$ cat src/rtl/radix_walk_pkg.sv
`timescale 1ns/1ps
package radix_walk_pkg;

  localparam int unsigned ENT_W   = 64;
  localparam int unsigned ISZ_W   = 5;
  localparam int unsigned REM_W   = 7;
  localparam int unsigned PSZ_W   = REM_W - 1;
  localparam int unsigned VALID_B = 63;
  localparam int unsigned LEAF_B  = 62;

  localparam logic [ENT_W-1:0] NEXT_BASE_FIELD = 64'h0FFF_FFFF_FFFF_FF00;
  localparam logic [ENT_W-1:0] PAGE_NUM_FIELD  = 64'h01FF_FFFF_FFFF_F000;

  typedef enum logic [2:0] {
    ST_IDLE, ST_CHECK, ST_READ, ST_WAIT, ST_DECIDE, ST_DONE, ST_FAULT
  } walk_state_e;

  typedef enum logic [1:0] {
    FK_NONE     = 2'd0,
    FK_NO_ENTRY = 2'd1,
    FK_BAD_CFG  = 2'd2
  } fault_kind_e;

  // mask of the n lowest bits, saturating at a full word
  function automatic logic [ENT_W-1:0] ones_below(input logic [REM_W-1:0] n);
    if (n >= REM_W'(ENT_W)) return '1;
    return (64'd1 << n) - 64'd1;
  endfunction

  // slice of the effective address used to pick an entry in this level
  function automatic logic [ENT_W-1:0] level_index(input logic [ENT_W-1:0] ea,
                                                   input logic [REM_W-1:0] rem,
                                                   input logic [ISZ_W-1:0] isz);
    logic [REM_W-1:0] sh;
    sh = (rem >= {2'b00, isz}) ? rem - {2'b00, isz} : '0;
    return (ea >> sh) & ones_below({2'b00, isz});
  endfunction

  // aligned base plus eight bytes per index step
  function automatic logic [ENT_W-1:0] slot_address(input logic [ENT_W-1:0] base,
                                                    input logic [ENT_W-1:0] idx,
                                                    input logic [ISZ_W-1:0] isz);
    return (base & ~ones_below({2'b00, isz} + REM_W'(3))) + (idx << 3);
  endfunction

  // page number high bits joined with the in-page offset of the address
  function automatic logic [ENT_W-1:0] splice_real(input logic [ENT_W-1:0] entry,
                                                   input logic [ENT_W-1:0] ea,
                                                   input logic [REM_W-1:0] rem);
    logic [ENT_W-1:0] m;
    m = ones_below(rem);
    return ((entry & PAGE_NUM_FIELD) & ~m) | (ea & m);
  endfunction

endpackage

$ cat src/rtl/rw_level_rules.sv
`timescale 1ns/1ps
module rw_level_rules
  import radix_walk_pkg::*;
#(
  parameter int unsigned MAX_LEVEL    = 3,
  parameter int unsigned LVL_W        = 3,
  parameter int unsigned ROOT_TOTAL   = 52,
  parameter int unsigned ROOT_ISZ     = 13,
  parameter int unsigned MID_ISZ      = 9,
  parameter int unsigned TAIL_ALT_ISZ = 5
) (
  input  logic [LVL_W-1:0] level,
  input  logic [REM_W-1:0] remaining,
  input  logic [ISZ_W-1:0] isz,
  output logic             legal
);

  logic [MAX_LEVEL:0] lvl_ok;

  for (genvar g = 0; g <= MAX_LEVEL; g++) begin : g_rule
    if (g == 0) begin : g_root
      assign lvl_ok[g] = (remaining == REM_W'(ROOT_TOTAL)) && (isz == ISZ_W'(ROOT_ISZ));
    end else if (g < MAX_LEVEL) begin : g_mid
      assign lvl_ok[g] = (isz == ISZ_W'(MID_ISZ));
    end else begin : g_tail
      assign lvl_ok[g] = (isz == ISZ_W'(MID_ISZ)) || (isz == ISZ_W'(TAIL_ALT_ISZ));
    end
  end

  always_comb begin
    legal = 1'b0;
    for (int i = 0; i <= MAX_LEVEL; i++) begin
      if (level == LVL_W'(i)) legal = lvl_ok[i];
    end
  end

endmodule

$ cat src/rtl/rw_slot_addr.sv
`timescale 1ns/1ps
module rw_slot_addr
  import radix_walk_pkg::*;
(
  input  logic [ENT_W-1:0] ea,
  input  logic [ENT_W-1:0] base,
  input  logic [REM_W-1:0] remaining,
  input  logic [ISZ_W-1:0] isz,
  output logic [ENT_W-1:0] slot
);

  logic [ENT_W-1:0] idx;

  always_comb begin
    idx  = level_index(ea, remaining, isz);
    slot = slot_address(base, idx, isz);
  end

endmodule

$ cat src/rtl/rw_leaf_form.sv
`timescale 1ns/1ps
module rw_leaf_form
  import radix_walk_pkg::*;
(
  input  logic [ENT_W-1:0] entry,
  input  logic [ENT_W-1:0] ea,
  input  logic [REM_W-1:0] remaining,
  output logic [ENT_W-1:0] real_out
);

  always_comb real_out = splice_real(entry, ea, remaining);

endmodule

$ cat src/rtl/radix_walker.sv
`timescale 1ns/1ps
module radix_walker
  import radix_walk_pkg::*;
#(
  parameter int unsigned MAX_LEVEL    = 3,
  parameter int unsigned ROOT_TOTAL   = 52,
  parameter int unsigned ROOT_ISZ     = 13,
  parameter int unsigned MID_ISZ      = 9,
  parameter int unsigned TAIL_ALT_ISZ = 5
) (
  input  logic             clk,
  input  logic             rst_n,
  input  logic             start,
  input  logic [63:0]      ea,
  input  logic [63:0]      root_base,
  input  logic [4:0]       root_isz,
  input  logic [5:0]       total_size,
  output logic             mem_req,
  output logic [63:0]      mem_addr,
  input  logic             mem_rsp_valid,
  input  logic [63:0]      mem_rsp_data,
  output logic             busy,
  output logic             done,
  output logic             fault,
  output logic [1:0]       fault_kind,
  output logic [63:0]      real_addr,
  output logic [5:0]       page_size,
  output logic [63:0]      leaf_entry
);

  localparam int unsigned LVL_W = $clog2(MAX_LEVEL + 2);

  walk_state_e      state_q;
  logic [ENT_W-1:0] ea_q, base_q, entry_q, addr_q;
  logic [ISZ_W-1:0] isz_q;
  logic [REM_W-1:0] rem_q, rem_next;
  logic [LVL_W-1:0] level_q;
  logic [ENT_W-1:0] real_q, leaf_q;
  logic [PSZ_W-1:0] psize_q;
  fault_kind_e      kind_q;

  logic             lvl_legal;
  logic [ENT_W-1:0] slot_addr, leaf_real;

  // named internal events, watched by the checker
  logic ev_cfg_bad, ev_issue, ev_rsp_take, ev_no_entry, ev_leaf, ev_descend;

  assign rem_next    = rem_q - {2'b00, isz_q};
  assign ev_cfg_bad  = (state_q == ST_CHECK) && !lvl_legal;
  assign ev_issue    = (state_q == ST_READ);
  assign ev_rsp_take = (state_q == ST_WAIT) && mem_rsp_valid;
  assign ev_no_entry = (state_q == ST_DECIDE) && !entry_q[VALID_B];
  assign ev_leaf     = (state_q == ST_DECIDE) && entry_q[VALID_B] && entry_q[LEAF_B];
  assign ev_descend  = (state_q == ST_DECIDE) && entry_q[VALID_B] && !entry_q[LEAF_B];

  rw_level_rules #(
    .MAX_LEVEL   (MAX_LEVEL),
    .LVL_W       (LVL_W),
    .ROOT_TOTAL  (ROOT_TOTAL),
    .ROOT_ISZ    (ROOT_ISZ),
    .MID_ISZ     (MID_ISZ),
    .TAIL_ALT_ISZ(TAIL_ALT_ISZ)
  ) u_rules (
    .level    (level_q),
    .remaining(rem_q),
    .isz      (isz_q),
    .legal    (lvl_legal)
  );

  rw_slot_addr u_slot (
    .ea       (ea_q),
    .base     (base_q),
    .remaining(rem_q),
    .isz      (isz_q),
    .slot     (slot_addr)
  );

  rw_leaf_form u_leaf (
    .entry    (entry_q),
    .ea       (ea_q),
    .remaining(rem_next),
    .real_out (leaf_real)
  );

  always_ff @(posedge clk or negedge rst_n) begin
    if (!rst_n) begin
      state_q <= ST_IDLE;
      ea_q    <= '0;
      base_q  <= '0;
      entry_q <= '0;
      addr_q  <= '0;
      isz_q   <= '0;
      rem_q   <= '0;
      level_q <= '0;
      real_q  <= '0;
      leaf_q  <= '0;
      psize_q <= '0;
      kind_q  <= FK_NONE;
    end else begin
      unique case (state_q)
        ST_IDLE: begin
          if (start) begin
            ea_q    <= ea;
            base_q  <= root_base;
            isz_q   <= root_isz;
            rem_q   <= {1'b0, total_size};
            level_q <= '0;
            state_q <= ST_CHECK;
          end
        end
        ST_CHECK: begin
          if (lvl_legal) begin
            addr_q  <= slot_addr;
            state_q <= ST_READ;
          end else begin
            kind_q  <= FK_BAD_CFG;
            state_q <= ST_FAULT;
          end
        end
        ST_READ: state_q <= ST_WAIT;
        ST_WAIT: begin
          if (mem_rsp_valid) begin
            entry_q <= mem_rsp_data;
            state_q <= ST_DECIDE;
          end
        end
        ST_DECIDE: begin
          if (!entry_q[VALID_B]) begin
            kind_q  <= FK_NO_ENTRY;
            state_q <= ST_FAULT;
          end else begin
            rem_q <= rem_next;
            if (entry_q[LEAF_B]) begin
              real_q  <= leaf_real;
              psize_q <= rem_next[PSZ_W-1:0];
              leaf_q  <= entry_q;
              kind_q  <= FK_NONE;
              state_q <= ST_DONE;
            end else begin
              base_q  <= entry_q & NEXT_BASE_FIELD;
              isz_q   <= entry_q[ISZ_W-1:0];
              level_q <= level_q + LVL_W'(1);
              state_q <= ST_CHECK;
            end
          end
        end
        ST_DONE:  state_q <= ST_IDLE;
        ST_FAULT: state_q <= ST_IDLE;
        default:  state_q <= ST_IDLE;
      endcase
    end
  end

  assign mem_req    = ev_issue;
  assign mem_addr   = addr_q;
  assign busy       = (state_q != ST_IDLE);
  assign done       = (state_q == ST_DONE);
  assign fault      = (state_q == ST_FAULT);
  assign fault_kind = kind_q;
  assign real_addr  = real_q;
  assign page_size  = psize_q;
  assign leaf_entry = leaf_q;

endmodule

$ cat config.mk
export PLATFORM = sky130hd
export DESIGN_NAME = radix_walker
export DESIGN_NICKNAME = d
export VERILOG_FILES = /design/src/rtl/radix_walk_pkg.sv /design/src/rtl/rw_level_rules.sv /design/src/rtl/rw_slot_addr.sv /design/src/rtl/rw_leaf_form.sv /design/src/rtl/radix_walker.sv
export SDC_FILE = /design/constraint.sdc
export NUM_CORES = 1
export LEC_CHECK = 0
export ABC_AREA = 1
export BUFFER_PORTS_ARGS = -buffer_cell sky130_fd_sc_hd__buf_2
export CELL_PAD_IN_SITES_DETAIL_PLACEMENT = 0
export CELL_PAD_IN_SITES_GLOBAL_PLACEMENT = 1
export CORE_MARGIN = 1
export CORE_UTILIZATION = 45
export CTS_CLUSTER_DIAMETER = 120
export DETAILED_ROUTE_END_ITERATION = 8
export PLACE_DENSITY_LB_ADDON = 0.25
export SETUP_SLACK_MARGIN = 0.02
export SLEW_MARGIN = 10
export SYNTH_ARGS = -nofsm -noshare
export SYNTH_HDL_FRONTEND = slang
export SYNTH_SLANG_ARGS = --single-unit
$ cat constraint.sdc
create_clock -name clk -period 15.6 [get_ports clk]
set_input_delay 1.56 -clock clk [delete_from_list [all_inputs] [get_ports clk]]
set_output_delay 1.56 -clock clk [all_outputs]
set_load 0.01 [all_outputs]
==> flow_summary.ini, run 1 <==
[synth]
synth_area_um2 = 28200
yosysMostFrequentCell = nand2_1
synth.distinct_cells = 50
synth_area_leaders = dfrtp_1 (36%), nand2_1 (16%), nand3_1 (10%)
yosysSeqAreaShare_pct = 36.2
ys_seq_elements = 408
syn_area_per_cell_um2 = 6.57
synth_edf_count = 0
synth_largest_area_cell = dfrtp_1
synthFlopType = dfrtp_1
synth_top_area_share_pct = 36.2
ys_top_cells_by_count = nand2_1 (1182), nand3_1 (574), nor2_1 (541)
ys_warn_count = 0
async_reset_ff_share_pct = 100
syn_inst = 4300

[global_route]
overflow = 0
grt_start_max_net_pins = 152
grt_first_pass_wirelength_um = 183000
antenna_found_initial = 19
grt_pass1_vias = 28411
track_usage_pct = 38.8

[worst_setup_path]
critPathMaxFanout = 74
cp_num_buf_inv = 4
cp_slowest_stage_delay_ps = 630
timing.rr.start = isz_q[4]
required_ps = 16070
critPathCaptureType = flip-flop
setup.worst_path.start = isz_q[4]
slowest_stage = buf_4
crit_family = simple AND/OR/NAND/NOR gates
arrival_ps = 8290
crit_top_cell = nand3_1
path_class = reg2reg
start_kind = flip-flop

[timing]
worst_clock_skew_ps = 54.5
fin_crit_sh_pct = 50.2
maxSlewViolCount = 0
tns_ps = 0
hold_ws_ps = 470
tightest_slew_ps = 1010
setup_viol = 0
relSlewSlack_pct = 32.6
rsz0062_at_grt = no
min_period_ps = 7820
fmax_mhz = 128
finalHoldViolCount = 0

[routing]
vias = 30702
wl_um = 125000
viasPerCell = 5.62
drc = 0
wire_per_inst_um = 22.9
first_pass_iters = 5
ant_nets = 0
drtIter0Drc = 3547

[floorplan]
die-area_um2 = 63700
initial_core_util_pct = 45.7
core_area_um2 = 61800
ios = 411
placementRows = 91
die_h_um = 252
die_w_um = 252

[clock_tree]
clkTransAtPathRegs_ps = 70
post-cts-setup-buffer-count = 0
cts.sinks = 408
numCtsBuffers = 47
root_buffer = clkbuf_16
cts_tree = built
cts_resized = 0
worstSkewPairLatency_ps = 650
clock_path_buffers = 3
htree_levels = 2
hold_buffers = 0

[cells_and_area]
fin_nets = 4868
fillers = 6541
stdcell_area_um2 = 32300
drive_gt1_share_pct = 13.0
area_growth_pct = 14.5
final_core_util_pct = 52.3

[run]
cap_violations = 0

[place]
hpwlAfterDp_um = 99600
gp_congestion = 1.02
portBuffers = 409
placed_area_um2 = 30700

[outcome]
status = finished clean

[worst_hold_path]
worstHoldStart = mem_addr[4]
holdCritPathClass = reg2reg
-- sequential cells by signal, indices dropped and copies added, names as in the netlist --
signal	cells
ea_q	64
entry_q	64
mem_addr	64
real_addr	64
base_q	63
leaf_entry	63
rem_q	7
page_size	6
isz_q	5
level_q	3
state_q	3
fault_kind	2
-- worst paths after layout --
kind / end / slack [ps] / cells past startpoint
setup / recovery: mem_addr[47] / 7780 / 30
setup reg to reg: mem_addr[47] / 7780 / 30
hold reg to reg: mem_addr[4] / 470 / 2
max in group asynchronous: real_addr[18] / 13280 / 2
min in group asynchronous: ea_q[50] / 900 / 1
hold / removal: mem_addr[4] / 470 / 2
-- worst min-delay path, cell delays in order, from the launching register on --
cell and delay (ps):
dfrtp_1 350, nand2_1 50, nand2_1 40
-- routing by layer --
layer	GRT usage [%]	share of wire, %
met4	15.3	4.3
met3	8.14	9.3
met1	54.7	43
met5	0	0.086
met2	57.7	43
-- stage by stage --
| step | setup WS, ps | std cells |
|---|---|---|
| after floorplan | 10550 | 4319 |
| after global placement | 8080 | 5374 |
| after detailed placement | 8030 | 5374 |
| after CTS | 8010 | 5455 |
| after global routing | 7370 | 5460 |
| final | 7780 | 5463 |
-- cells in the final DEF, fill, tap and decap left out, types with 45 or more instances in the layout --
cell / Yosys / routed
a21oi_1: 194 / 194
nor2_1: 541 / 538
a31oi_1: 47 / 47
nand3_1: 574 / 574
o21ai_0: 351 / 351
nand2_1: 1182 / 1177
o211ai_1: 45 / 45
inv_1: 363 / 363
ha_1: 73 / 73
clkbuf_16: 0 / 47
buf_2: 36 / 408
dfrtp_1: 408 / 408
-- cells by family (layout without fill, tap and decap cells) --
| family | after synthesis | after routing | synth area share [%] |
|---|---|---|---|
| simple gates | 2435 | 2435 | 36.3 |
| compound gates | 735 | 735 | 14.2 |
| buf+inv | 601 | 900 | 8.52 |
| flops | 408 | 408 | 36.2 |
| fa+ha+maj | 75 | 75 | 3.38 |
| xor+xnor | 39 | 39 | 1.21 |
| mux | 5 | 5 | 0.199 |
| other cells | 2 | 29 | 0.0266 |
-- final cells by class --
cell class	count	area [um2]	area share, %
clock inverter	23	313	0.967
clock buffer	58	1300	4.01
sequential	408	10200	31.6
timing repair buffer	440	2300	7.12
multi-input combinational	3310	15700	48.6
antenna	8	20.0	0.0619
inverter	379	1420	4.40
tap	837	1050	3.24
Power of run 1 is left out: the tool's default activity adds up to more than one toggle a clock period on the data nets, which glitch-free logic cannot reach.
==> inputs of run 2 (changes only) <==
--- a/config.mk
+++ b/config.mk
@@ -10,7 +10,7 @@
 export CELL_PAD_IN_SITES_DETAIL_PLACEMENT = 0
 export CELL_PAD_IN_SITES_GLOBAL_PLACEMENT = 1
 export CORE_MARGIN = 1
-export CORE_UTILIZATION = 45
+export CORE_UTILIZATION = 41
 export CTS_CLUSTER_DIAMETER = 120
 export DETAILED_ROUTE_END_ITERATION = 8
 export PLACE_DENSITY_LB_ADDON = 0.25
==> constraint.sdc (replaced) <==
create_clock -name clk -period 7.45 [get_ports clk]
set_input_delay 0.745 -clock clk [delete_from_list [all_inputs] [get_ports clk]]
set_output_delay 0.745 -clock clk [all_outputs]
set_load 0.01 [all_outputs]
==> flow_summary.ini, run 2 (synthesis results as in run 1) <==
[timing]
rsz0062_at_grt = no
setup_viol = 0
finalHoldViolCount = 0
tightest_slew_ps = 1170
maxSlewViolCount = 0
worst_clock_skew_ps = 19.2
relSlewSlack_pct = 21.8
min_period_ps = 6420
tns_ps = 0
fmax_mhz = 156
fin_crit_sh_pct = 86.2

[routing]
viasPerCell = 5.54
drc = 0
first_pass_iters = 6
vias = 30558
wl_um = 125000
ant_nets = 0
drtIter0Drc = 3386
wire_per_inst_um = 22.7

[cells_and_area]
fin_nets = 4882
layout_commonest_cell = nand2_1
area_growth_pct = 15.0
drive_gt1_share_pct = 13.2
final_cell_mix = nand2_1 (1177), nand3_1 (574), nor2_1 (538), dfrtp_1 (408), buf_2 (408)

[clock_tree]
numCtsBuffers = 46
clock_path_buffers = 3
cts_resized = 0
cts.sinks = 408
hold_buffers = 0
clkTransAtPathRegs_ps = 60
post-cts-setup-buffer-count = 0
root_buffer = clkbuf_16
cts_tree = built
worstSkewPairLatency_ps = 620
htree_levels = 2

[global_route]
grt_first_pass_wirelength_um = 183000
grt_start_max_net_pins = 165
antenna_found_initial = 27
overflow = 0
grt_pass1_vias = 28386
track_usage_pct = 35.3

[worst_hold_path]
holdCritPathClass = in2async

[worst_setup_path]
critPathMaxFanout = 84
setup.worst_path.start = isz_q[3]
critPathCaptureType = flip-flop
arrival_ps = 6890
timing.rr.start = isz_q[3]
required_ps = 7920
start_kind = flip-flop
crit_top_cell = nand2_1
slowest_stage = o21ai_0
cp_slowest_stage_delay_ps = 600
cp_num_buf_inv = 4
path_class = reg2reg
crit_family = simple AND/OR/NAND/NOR gates

[place]
portBuffers = 409
gp_congestion = 1.04
hpwlAfterDp_um = 100000

[floorplan]
die_w_um = 264
die_h_um = 264
die-area_um2 = 69900
core_area_um2 = 67600
ios = 411
initial_core_util_pct = 41.7
placementRows = 95

[outcome]
status = finished clean

[run]
cap_violations = 0
==> run 2: changes by cell type in the layout (fill, tap and decap cells not counted), moves of 2 or more <==
cell / delta
buf_12: +2
inv_6: -2
clkinv_4: -2
diode_2: +2
clkbuf_1: +5
buf_4: +13
==> run 2: worst register-to-register path, delay by kind of cell, from the launching register on <==
kind                     cells  cell delay [ps]
AO/OA/AOI/OAI                4             1210
AND/OR/NAND/NOR             17             2730
adder cells (fa/ha/maj)      2              950
buffers and inverters        4              670
flip-flops                   1              340
XOR/XNOR                     1              380
==> run 2: worst paths after layout <==
path,end,slack [ps],cells past startpoint
max in group asynchronous,real_addr[45],5680,2
worst max register to register,mem_addr[62],1030,28
worst max-delay path,mem_addr[62],1030,28
min in group clk,ea_q[15],340,3
worst min-delay path,ea_q[7],140,1
worst min register to register,leaf_entry[6],470,2
==> run 2: final cells by class <==
| cell class | instances | area [um2] |
|---|---|---|
| flip-flops and latches | 408 | 10200 |
| well taps | 873 | 1090 |
| diodes | 10 | 25.0 |
| fillers | 7210 | 35200 |
| repair buffers | 455 | 2440 |
| inverters | 379 | 1420 |
| clock buffers | 62 | 1290 |
| multi-input cells | 3310 | 15700 |
| clock inverters | 20 | 256 |
==> run 2: per-layer routing <==
layer / share of wire [%] / track usage (%) / wire length, um / up-vias
met5: 0.13 / 0 / 157 / -
met1: 43 / 49.3 / 54500 / 14285
met2: 43 / 52.2 / 53400 / 1339
met3: 9.7 / 8.78 / 12100 / 214
li1: - / - / - / 14694
met4: 4.3 / 14.0 / 5340 / 26
==> run 2: stage by stage <==
stage          area, um2  worst slack (ps)  instances  hold WS, ps  utilization, %
2_1_floorplan      28300              2400       4319          436               -
3_3_place_gp       30900              1340       5425          444            45.7
3_5_place_dp       30900              1240       5425          456            45.7
4_1_cts            32400              1230       5507          170            48.0
5_1_grt            32400               610       5510          186            48.0
6_report           32500              1030       5517          141            48.0
Power of run 2 is left out for the same reason.
